--- config.mk ---
export PLATFORM = sky130hd
export DESIGN_NAME = cirq_arbiter
export DESIGN_NICKNAME = d
export VERILOG_FILES = /design/src/rtl/cirq_pkg.sv /design/src/rtl/cirq_rank_pick.sv /design/src/rtl/cirq_qualify.sv /design/src/rtl/cirq_arbiter.sv
export SDC_FILE = /design/constraint.sdc
export NUM_CORES = 1
export LEC_CHECK = 0
export BUFFER_PORTS_ARGS = -buffer_cell sky130_fd_sc_hd__buf_4
export CAP_MARGIN = 20
export CORE_ASPECT_RATIO = 0.9
export CORE_MARGIN = 8
export CORE_UTILIZATION = 48
export DETAILED_ROUTE_END_ITERATION = 8
export HOLD_SLACK_MARGIN = 0.12
export PLACE_DENSITY = 0.79
export SLEW_MARGIN = 20
export SYNTH_ARGS = -nofsm -noshare
export SYNTH_HDL_FRONTEND = slang
export SYNTH_HIERARCHICAL = 1
export SYNTH_SLANG_ARGS = --single-unit
export TNS_END_PERCENT = 5
--- constraint.sdc ---
create_clock -name clk -period 3.4 [get_ports clk]
set_clock_uncertainty 0.05 [all_clocks]
set_input_delay 0.85 -clock clk [delete_from_list [all_inputs] [get_ports clk]]
set_output_delay 0.85 -clock clk [all_outputs]
set_load 0.01 [all_outputs]
--- src/rtl/cirq_pkg.sv ---
package cirq_pkg;
    localparam int LPC = 8;
    localparam int CAS = 2;
    localparam int NL  = 2 * LPC;
    localparam int LW  = $clog2(NL);
    localparam int CW  = $clog2(LPC);
    localparam int VW  = 8;

    typedef logic [LW-1:0] line_t;

    typedef struct packed {
        logic [NL-1:0] pend;
        logic [NL-1:0] isr;
        logic [NL-1:0] req_prev;
        logic          act_vld;
        line_t         act;
        logic [VW-1:0] vec;
        logic          vec_vld;
    } state_t;

    // position in the global order, 0 is highest
    function automatic line_t line_rank(line_t ln);
        int i;
        i = int'(ln);
        if (i < LPC) begin
            if (i <= CAS) return ln;
            return line_t'(i + LPC);
        end
        return line_t'(CAS + 1 + i - LPC);
    endfunction

    // line found at a given position of the global order
    function automatic line_t rank_line(int r);
        if (r <= CAS) return line_t'(r);
        if (r <= CAS + LPC) return line_t'(r - CAS - 1 + LPC);
        return line_t'(r - LPC);
    endfunction

    function automatic logic line_ctrl(line_t ln);
        return ln[LW-1];
    endfunction
endpackage

--- src/rtl/cirq_rank_pick.sv ---
module cirq_rank_pick
    import cirq_pkg::*;
(
    input  logic          clk,
    input  logic          rst_n,
    input  logic [NL-1:0] cand,
    output logic          found,
    output line_t         line
);
    always_comb begin
        found = 1'b0;
        line  = '0;
        for (int r = NL - 1; r >= 0; r--) begin
            if (cand[rank_line(r)]) begin
                found = 1'b1;
                line  = rank_line(r);
            end
        end
    end

    AST_PICK_IS_CANDIDATE: assert property (@(posedge clk) disable iff (!rst_n)
        found |-> cand[line]);
endmodule

--- src/rtl/cirq_qualify.sv ---
module cirq_qualify
    import cirq_pkg::*;
(
    input  logic [NL-1:0] pend,
    input  logic [NL-1:0] mask_in,
    input  logic [1:0]    special_in,
    input  logic          act_vld,
    input  line_t         act,
    output logic [NL-1:0] qual
);
    for (genvar i = 0; i < NL; i++) begin : g_line
        localparam line_t LN = line_t'(i);
        logic gate;
        logic elig;
        if (i < LPC) begin : g_master
            assign gate = 1'b1;
        end else begin : g_slave
            assign gate = ~mask_in[CAS];
        end
        assign elig    = pend[i] & ~mask_in[i] & gate;
        assign qual[i] = elig & (~act_vld | special_in[line_ctrl(LN)]
                                 | (line_rank(LN) < line_rank(act)));
    end
endmodule

--- src/rtl/cirq_arbiter.sv ---
module cirq_arbiter
    import cirq_pkg::*;
(
    input  logic          clk,
    input  logic          rst_n,
    input  logic [NL-1:0] req_in,
    input  logic [NL-1:0] mask_in,
    input  logic [1:0]    special_in,
    input  logic [1:0]    auto_eoi_in,
    input  logic [VW-1:0] vec_base_m,
    input  logic [VW-1:0] vec_base_s,
    input  logic          cpu_ie,
    input  logic [1:0]    eoi_ns,
    input  logic [1:0]    eoi_sp,
    input  logic [CW-1:0] eoi_lvl,
    input  logic          ack,
    output logic          irq_out,
    output logic [VW-1:0] vec_out,
    output logic          vec_valid,
    output logic [NL-1:0] pend_out,
    output logic [NL-1:0] isr_out,
    output logic          act_valid,
    output line_t         act_line
);
    localparam logic [NL-1:0] ONE = {{(NL-1){1'b0}}, 1'b1};

    state_t s_q, s_d;

    logic [NL-1:0] edge_w;
    logic [NL-1:0] qual_w;
    logic [NL-1:0] cand_w;
    logic          req_found;
    line_t         sel;
    logic          accept;
    logic          eoi_hit;
    logic [NL-1:0] isr_after;
    logic          isr_found;
    line_t         isr_top;
    logic          act_c;

    assign edge_w = req_in & ~s_q.req_prev;

    cirq_qualify u_qual (
        .pend       (s_q.pend),
        .mask_in    (mask_in),
        .special_in (special_in),
        .act_vld    (s_q.act_vld),
        .act        (s_q.act),
        .qual       (qual_w)
    );

    assign cand_w = qual_w & {NL{cpu_ie}};

    cirq_rank_pick u_req_pick (
        .clk   (clk),
        .rst_n (rst_n),
        .cand  (cand_w),
        .found (req_found),
        .line  (sel)
    );

    assign irq_out = req_found;
    assign accept  = ack & req_found;

    assign act_c   = line_ctrl(s_q.act);
    assign eoi_hit = s_q.act_vld &
                     (eoi_ns[act_c] | (eoi_sp[act_c] & (eoi_lvl == s_q.act[CW-1:0])));
    assign isr_after = s_q.isr & ~(eoi_hit ? (ONE << s_q.act) : '0);

    cirq_rank_pick u_isr_pick (
        .clk   (clk),
        .rst_n (rst_n),
        .cand  (isr_after),
        .found (isr_found),
        .line  (isr_top)
    );

    always_comb begin
        s_d          = s_q;
        s_d.req_prev = req_in;
        s_d.pend     = (s_q.pend & ~(accept ? (ONE << sel) : '0)) | edge_w;
        s_d.isr      = isr_after;
        s_d.vec_vld  = accept;
        if (eoi_hit) begin
            s_d.act_vld = isr_found;
            s_d.act     = isr_found ? isr_top : '0;
        end
        if (accept) begin
            if (line_ctrl(sel))
                s_d.vec = {vec_base_s[VW-1:CW], sel[CW-1:0]};
            else
                s_d.vec = {vec_base_m[VW-1:CW], sel[CW-1:0]};
            if (!auto_eoi_in[line_ctrl(sel)]) begin
                s_d.isr[sel] = 1'b1;
                s_d.act_vld  = 1'b1;
                s_d.act      = sel;
            end
        end
    end

    always_ff @(posedge clk or negedge rst_n) begin
        if (!rst_n) s_q <= '0;
        else        s_q <= s_d;
    end

    assign vec_out   = s_q.vec;
    assign vec_valid = s_q.vec_vld;
    assign pend_out  = s_q.pend;
    assign isr_out   = s_q.isr;
    assign act_valid = s_q.act_vld;
    assign act_line  = s_q.act;

    AST_ACTIVE_IN_SERVICE: assert property (@(posedge clk) disable iff (!rst_n)
        s_q.act_vld |-> s_q.isr[s_q.act]);
    AST_ACCEPT_CLEARS_PEND: assert property (@(posedge clk) disable iff (!rst_n)
        (accept && !edge_w[sel]) |=> !s_q.pend[$past(sel)]);
    AST_IE_BLOCKS_VECTOR: assert property (@(posedge clk) disable iff (!rst_n)
        !cpu_ie |=> !vec_valid);
    AST_SLAVE_GATED: assert property (@(posedge clk) disable iff (!rst_n)
        (irq_out && line_ctrl(sel)) |-> !mask_in[CAS]);
    AST_NESTED_HIGHER: assert property (@(posedge clk) disable iff (!rst_n)
        (irq_out && s_q.act_vld && !special_in[line_ctrl(sel)])
            |-> (line_rank(sel) < line_rank(s_q.act)));
endmodule

-- Yosys cells after proc, flatten, opt, wreduce, memory -nomap -nowiden
Cells that the tools add are included.
- $add $sub $neg: 3
- reduce and logical (&&, ||, !) cells: 1
- muxes and demuxes: 150
- magnitude comparators: 22
- equal/unequal tests: 1
- bitwise logic cells: 88
- shift operators: 2
- operators with widths (kind ; count):
    $mux 4 ; 51
    $mux 1 ; 76
    $and 16x16->16 ; 4
    $mux 16 ; 4
    $not 16->16 ; 3
    $and 1x1->1 ; 43
    $lt 4x4->1 const A ; 8
    $or 16x16->16 ; 2
    $shl 1x4->16 const A ; 2
    $mux 3 ; 10
    $or 1x1->1 ; 19
    $not 1->1 ; 17
    $lt 3x4->1 const A ; 4
    $mux 13 ; 1
    $mux 5 ; 2
    $lt 1x4->1 const A ; 2
    $lt 2x4->1 const A ; 2
    $mux 2 ; 4
    $mux 8 ; 1
    $lt 4x5->1 const B ; 1
    $add 2x4->4 const A ; 1
    $add 4x4->4 const B ; 1
    $demux 1 s4 ; 1
    $ge 4x1->1 const B ; 1
    6 further kinds ; 7
- bits in registers: 62
- input port bits: 63
- logic and storage cells: 274
- output and inout bits: 47

-- Depth between registers and ports, before layout
- depth in word-level cells: 33
- depth in mapped cells: 16
- depth with buffers taken out: 15

-- Modules after synthesis
Netlist, hierarchy kept.
- modules (own cells, without submodules) (module ; times used ; cells each ; area an instance (µm²)):
    cirq_arbiter ; 1 ; 307 ; 3128.0
    cirq_qualify ; 1 ; 72 ; 426.7
    cirq_rank_pick ; 2 ; 28 ; 191.4

-- Worst setup path after synthesis
No wires, ideal clock.
- path type: reg-to-reg
- from: register s_q (netlist bit act_line[0])
- to: register s_q (netlist bit pend_out[11])
- clock period less this slack: 3.677 ns
- cell stages (with the launch flop): 16
- path buffers: 2
- arrival time: 3.498 ns
- setup slack: -0.277 ns
- path through: dfrtp_1 inv_1 ha_1 nand2b_1 a21oi_1 nor4bb_1 buf_2 nor4b_2 and2_1 nor4_4 a2111oi_0 buf_4 nand3_1 or2_2 o21ai_0 o21ai_0
- RTL lines (what ; RTL line ; source):
    from (decl) ; cirq_arbiter.sv:27 ; state_t s_q, s_d;
    from (signal assigned) ; cirq_arbiter.sv:102 ; if (!rst_n) s_q <= '0;
    from (signal assigned) ; cirq_arbiter.sv:103 ; else s_q <= s_d;

-- Worst setup path after layout
- from: register s_q (netlist bit act_line[0])
- to: output irq_out
- elaborated cells between the ends (all ways): 77
- classes of those cells: add/sub: 3; order compare: 18; mux: 23; bitwise: 33
- RTL lines (what ; RTL line ; source):
    branches (longest 5 deep; another with $add 2x4->4) ; -- ;
    $mux 4 * ; cirq_pkg.sv:29 ; return line_t'(CAS + 1 + i - LPC);
    $lt 1x4->1 * ; cirq_qualify.sv:22 ; | (line_rank(LN) < line_rank(act)));
    $or 1x1->1 * ; cirq_qualify.sv:22 ;
    $and 1x1->1 * ; cirq_qualify.sv:21 ; assign qual[i] = elig & (~act_vld | special_in[line_ctrl(LN)]
    net qual_w[1] ; cirq_arbiter.sv:30 ; logic [NL-1:0] qual_w;
    $and 16x16->16 * ; cirq_arbiter.sv:52 ; assign cand_w = qual_w & {NL{cpu_ie}};
    net cand_w[1] ; cirq_arbiter.sv:31 ; logic [NL-1:0] cand_w;
    $mux 1 * (2 in series) ; cirq_rank_pick.sv:14 ; if (cand[rank_line(r)]) begin
    to (decl) ; cirq_arbiter.sv:17 ; output logic irq_out,
Mark *: on every way through the listed nets, which the timed path passes. The select of a mux whose other input is x is not followed.

==> metrics.txt <==
Yosys cell types 56; largest net degree at the start of global routing 63; CP required around 2.5 ns; area occupied by multi-input gates about 2000 sq um; layout cell share with drive strength beyond 1 45.0%; Ys Warns 6; Placer Congestion approximately 1; die width 111 microns; Initial Utilization about half; Nets 664; number of global-route vias before repair 4143; vias per cell 5.52; Sequential Power Share 21.5%; full die area 11400 sq um; Core ar. around 8000 sq um; startpoint types register; Worst-Skew Late Latency 0.35 ns; Final Max Tran Viols 0; drt pass-1 iters 5; sequential-to-total area share from yosys stat a little under 40%; # diodes 0; Sw Pwr between 2 and 2.5 mW; highest clock rate approximately 260 MHz; Logic pwr share 64.0%; Most used DFF post-synth dfrtp_1; RSZ-0062 raised after global routing true; Site Rows 31; initial DRC count 283; Clock Root Buffer clkbuf_8; Power per Cell Area 920 nW/um^2; Pleak 2.66 nW; Fillers roughly 600; DRC 0; wire per inst 17.9 microns; area delta synth->final 42.9%; Hold Vio Cnt, Final 0; Critical Path AT 2.94 ns; total number of vias 3883; first-pass GRT wire length about 20 mm; Max Fanout on Critical Path 3; Worst setup EP type output pin; CP max stage delay 0.52 ns; H-tree Lvls 3; Yosys reg bits 62; sw frac 41.7%; gr ovfl total 0; total track usage between 20% and 30%; CTS sink cnt 62; Least-Margin Pin Slew 0.799 ns; Die Span Y 102 microns; synthesized instance count 435; hpwl dp 9.40 mm; worst rel slew slack 46.8%; Setup violations, final 35; I/O pin count 110; Post-synth EDFFs 0; Hold Slack about 0.37 ns; total CTS buffers 9; CTS clock-pin slew for the worst setup and hold paths approximately 0.080 ns; final worst slack -0.438 ns; internal power 3.02 mW; initial antenna violation count 0; Cell Count, Final, Fillers Out 703; FF+latch area ~1600 sq um; clock share of power 14.5%; CTS tree done; violated checks negative setup slack; Async SR Flop Fraction 100%; worst-path cell chain buf_6 -> or4_4 -> a31oi_4 -> a311oi_1 -> and2_1 -> buf_4 -> nor2_2 -> nand3_2 -> or3_4 -> buf_6; Final Routed Wirelength between 10 and 15 mm; crit-path most repeated cell buf_6; clk buf depth 2; Final ANT Viol Nets 0; dpl cells 670; Mapped Area just under 4000 sq um; status finished, violations left; Port Buffers 103; Peak VDD IR 0.477 mV; period utilization 113%; syn_area_per_cell 9.05 sq um; Hold Crit Class reg -> reg; crit path max-delay cell type or4_4; WS Path Type reg -> out; Synth Net Count 500; crit path time final approximately 3.8 ns; max_cap viols 0
[stage by stage]
stage / setup WS, ns / setup TNS [ns] / power (mW) / util (%) / area (sq um)
after floorplan: 0.00443 / 0 / 2.83 / - / 3940
after global placement: -0.175 / -1.69 / 3.99 / 64.1 / 5120
after detailed placement: -0.262 / -4.02 / 4.06 / 64.1 / 5120
after CTS: -0.351 / -2.91 / 5.03 / 69.2 / 5530
after global routing: -0.511 / -8.00 / 5.48 / 70.4 / 5630
final: -0.438 / -3.66 / 5.18 / 70.4 / 5630
[layout by cell type, fill, tap and decap left out, types with 4 or more instances in the layout]
| cell type | synthesis | final |
|---|---|---|
| nor3_1 | 9 | 8 |
| o41a_1 | 8 | 8 |
| o21bai_1 | 10 | 10 |
| inv_1 | 34 | 31 |
| and2_1 | 16 | 13 |
| nand2b_1 | 9 | 9 |
| nand2_1 | 36 | 34 |
| nor2b_1 | 6 | 5 |
| or2_2 | 4 | 4 |
| inv_2 | 1 | 4 |
| mux2i_1 | 9 | 9 |
| dfrtp_1 | 62 | 62 |
| nor3b_1 | 8 | 7 |
| o41ai_1 | 8 | 7 |
| o21ai_0 | 51 | 42 |
| buf_4 | 45 | 200 |
| o21ai_1 | 4 | 11 |
| buf_6 | 1 | 6 |
| clkbuf_8 | 0 | 9 |
| nor2_1 | 31 | 28 |
| a31oi_1 | 6 | 5 |
| a21oi_1 | 7 | 7 |
[flip-flops by register name, indices dropped and copies added, names as in the netlist]
register / flops
act_line: 4
vec_valid: 1
act_valid: 1
s_q: 16
pend_out: 16
isr_out: 16
vec_out: 8
[cell type report]
type,count,share of cell area [%]
tap,99,2.20
inverter,35,2.33
clock buffer,9,2.20
clock inverter,7,1.87
multi-input combinational,284,35.6
timing repair buffer,207,28.2
sequential,62,27.6
[worst max-delay path, delay by kind of cell, from the launching register on]
| kind | cells | cell delay, ns |
|---|---|---|
| compound gates | 2 | 0.43 |
| buf+inv | 3 | 0.42 |
| simple gates | 5 | 1.32 |
| flops | 1 | 0.41 |
[cells by family (layout without fill, tap and decap cells)]
logic type      after synthesis  count (layout)  share of synthesized area, %
compound gates              117             117                          21.2
buf+inv                      89             258                          13.0
simple gates                148             148                          21.0
mux                          10              10                          2.67
flops                        62              62                          39.4
xor+xnor                      7               7                          2.13
fa+ha+maj                     2               2                         0.635
[per-layer routing]
layer / vias up / track usage, % / part of all wire (%) / wire length (microns)
met5: - / 0 / 0 / 0
met4: 0 / 9.31 / 1.9 / 240
met3: 24 / 4.75 / 7.9 / 993
met2: 162 / 36.5 / 48 / 6050
met1: 1875 / 27.0 / 42 / 5320
li1: 1822 / - / - / -
[what timing repair did]
item	4_1_cts	5_1_grt
pin swaps	15	10
endpoints found under the setup margin	38	46
setup buffers	14	3
hold buffers	0	0
resized for setup	28	16
[power by group through the flow]
stage               Sequential, mW  Clock [mW]  Combinational [mW]
finish                        1.11       0.751                3.32
global route                  1.14       0.803                3.54
CTS                           1.11       0.772                3.15
detailed placement            1.11           0                2.94
global placement              1.10           0                2.89
floorplan                     1.11           0                1.72
[path summary, 6_finish.rpt]
| kind | to | slack, ns | cells past startpoint | startpoint |
|---|---|---|---|---|
| setup reg to reg | pend_out[12]$_DFF_PN0_ | -0.26 | 19 | act_line[0]$_DFF_PN0_ |
| hold / removal | pend_out[14]$_DFF_PN0_ | 0.37 | 1 | s_q[28]$_DFF_PN0_ |
| min in group asynchronous | act_line[3]$_DFF_PN0_ | 0.54 | 1 | rst_n |
| setup / recovery | irq_out | -0.44 | 10 | act_line[0]$_DFF_PN0_ |
| max in group asynchronous | pend_out[5]$_DFF_PN0_ | 2.23 | 1 | rst_n |
| hold reg to reg | pend_out[14]$_DFF_PN0_ | 0.37 | 1 | s_q[28]$_DFF_PN0_ |
[synthesized netlist by cell type, drive strengths merged (7+ instances only)]
master  number  share of area [%]
o41a         9                2.6
nor3b        9                1.8
mux2i        9                2.3
o21ai       55                7.0
nor2        31                3.0
nor4         8                2.4
and2        16                2.5
buf         48                9.1
nor3        11                1.7
o21bai      10                1.9
dfrtp       62                 39
a21oi        7               0.89
nand2b       9                1.4
o41ai        9                2.5
nand2       36                3.4
inv         35                3.3
a31oi        7                1.5
Power figures use the tool's default switching activity.
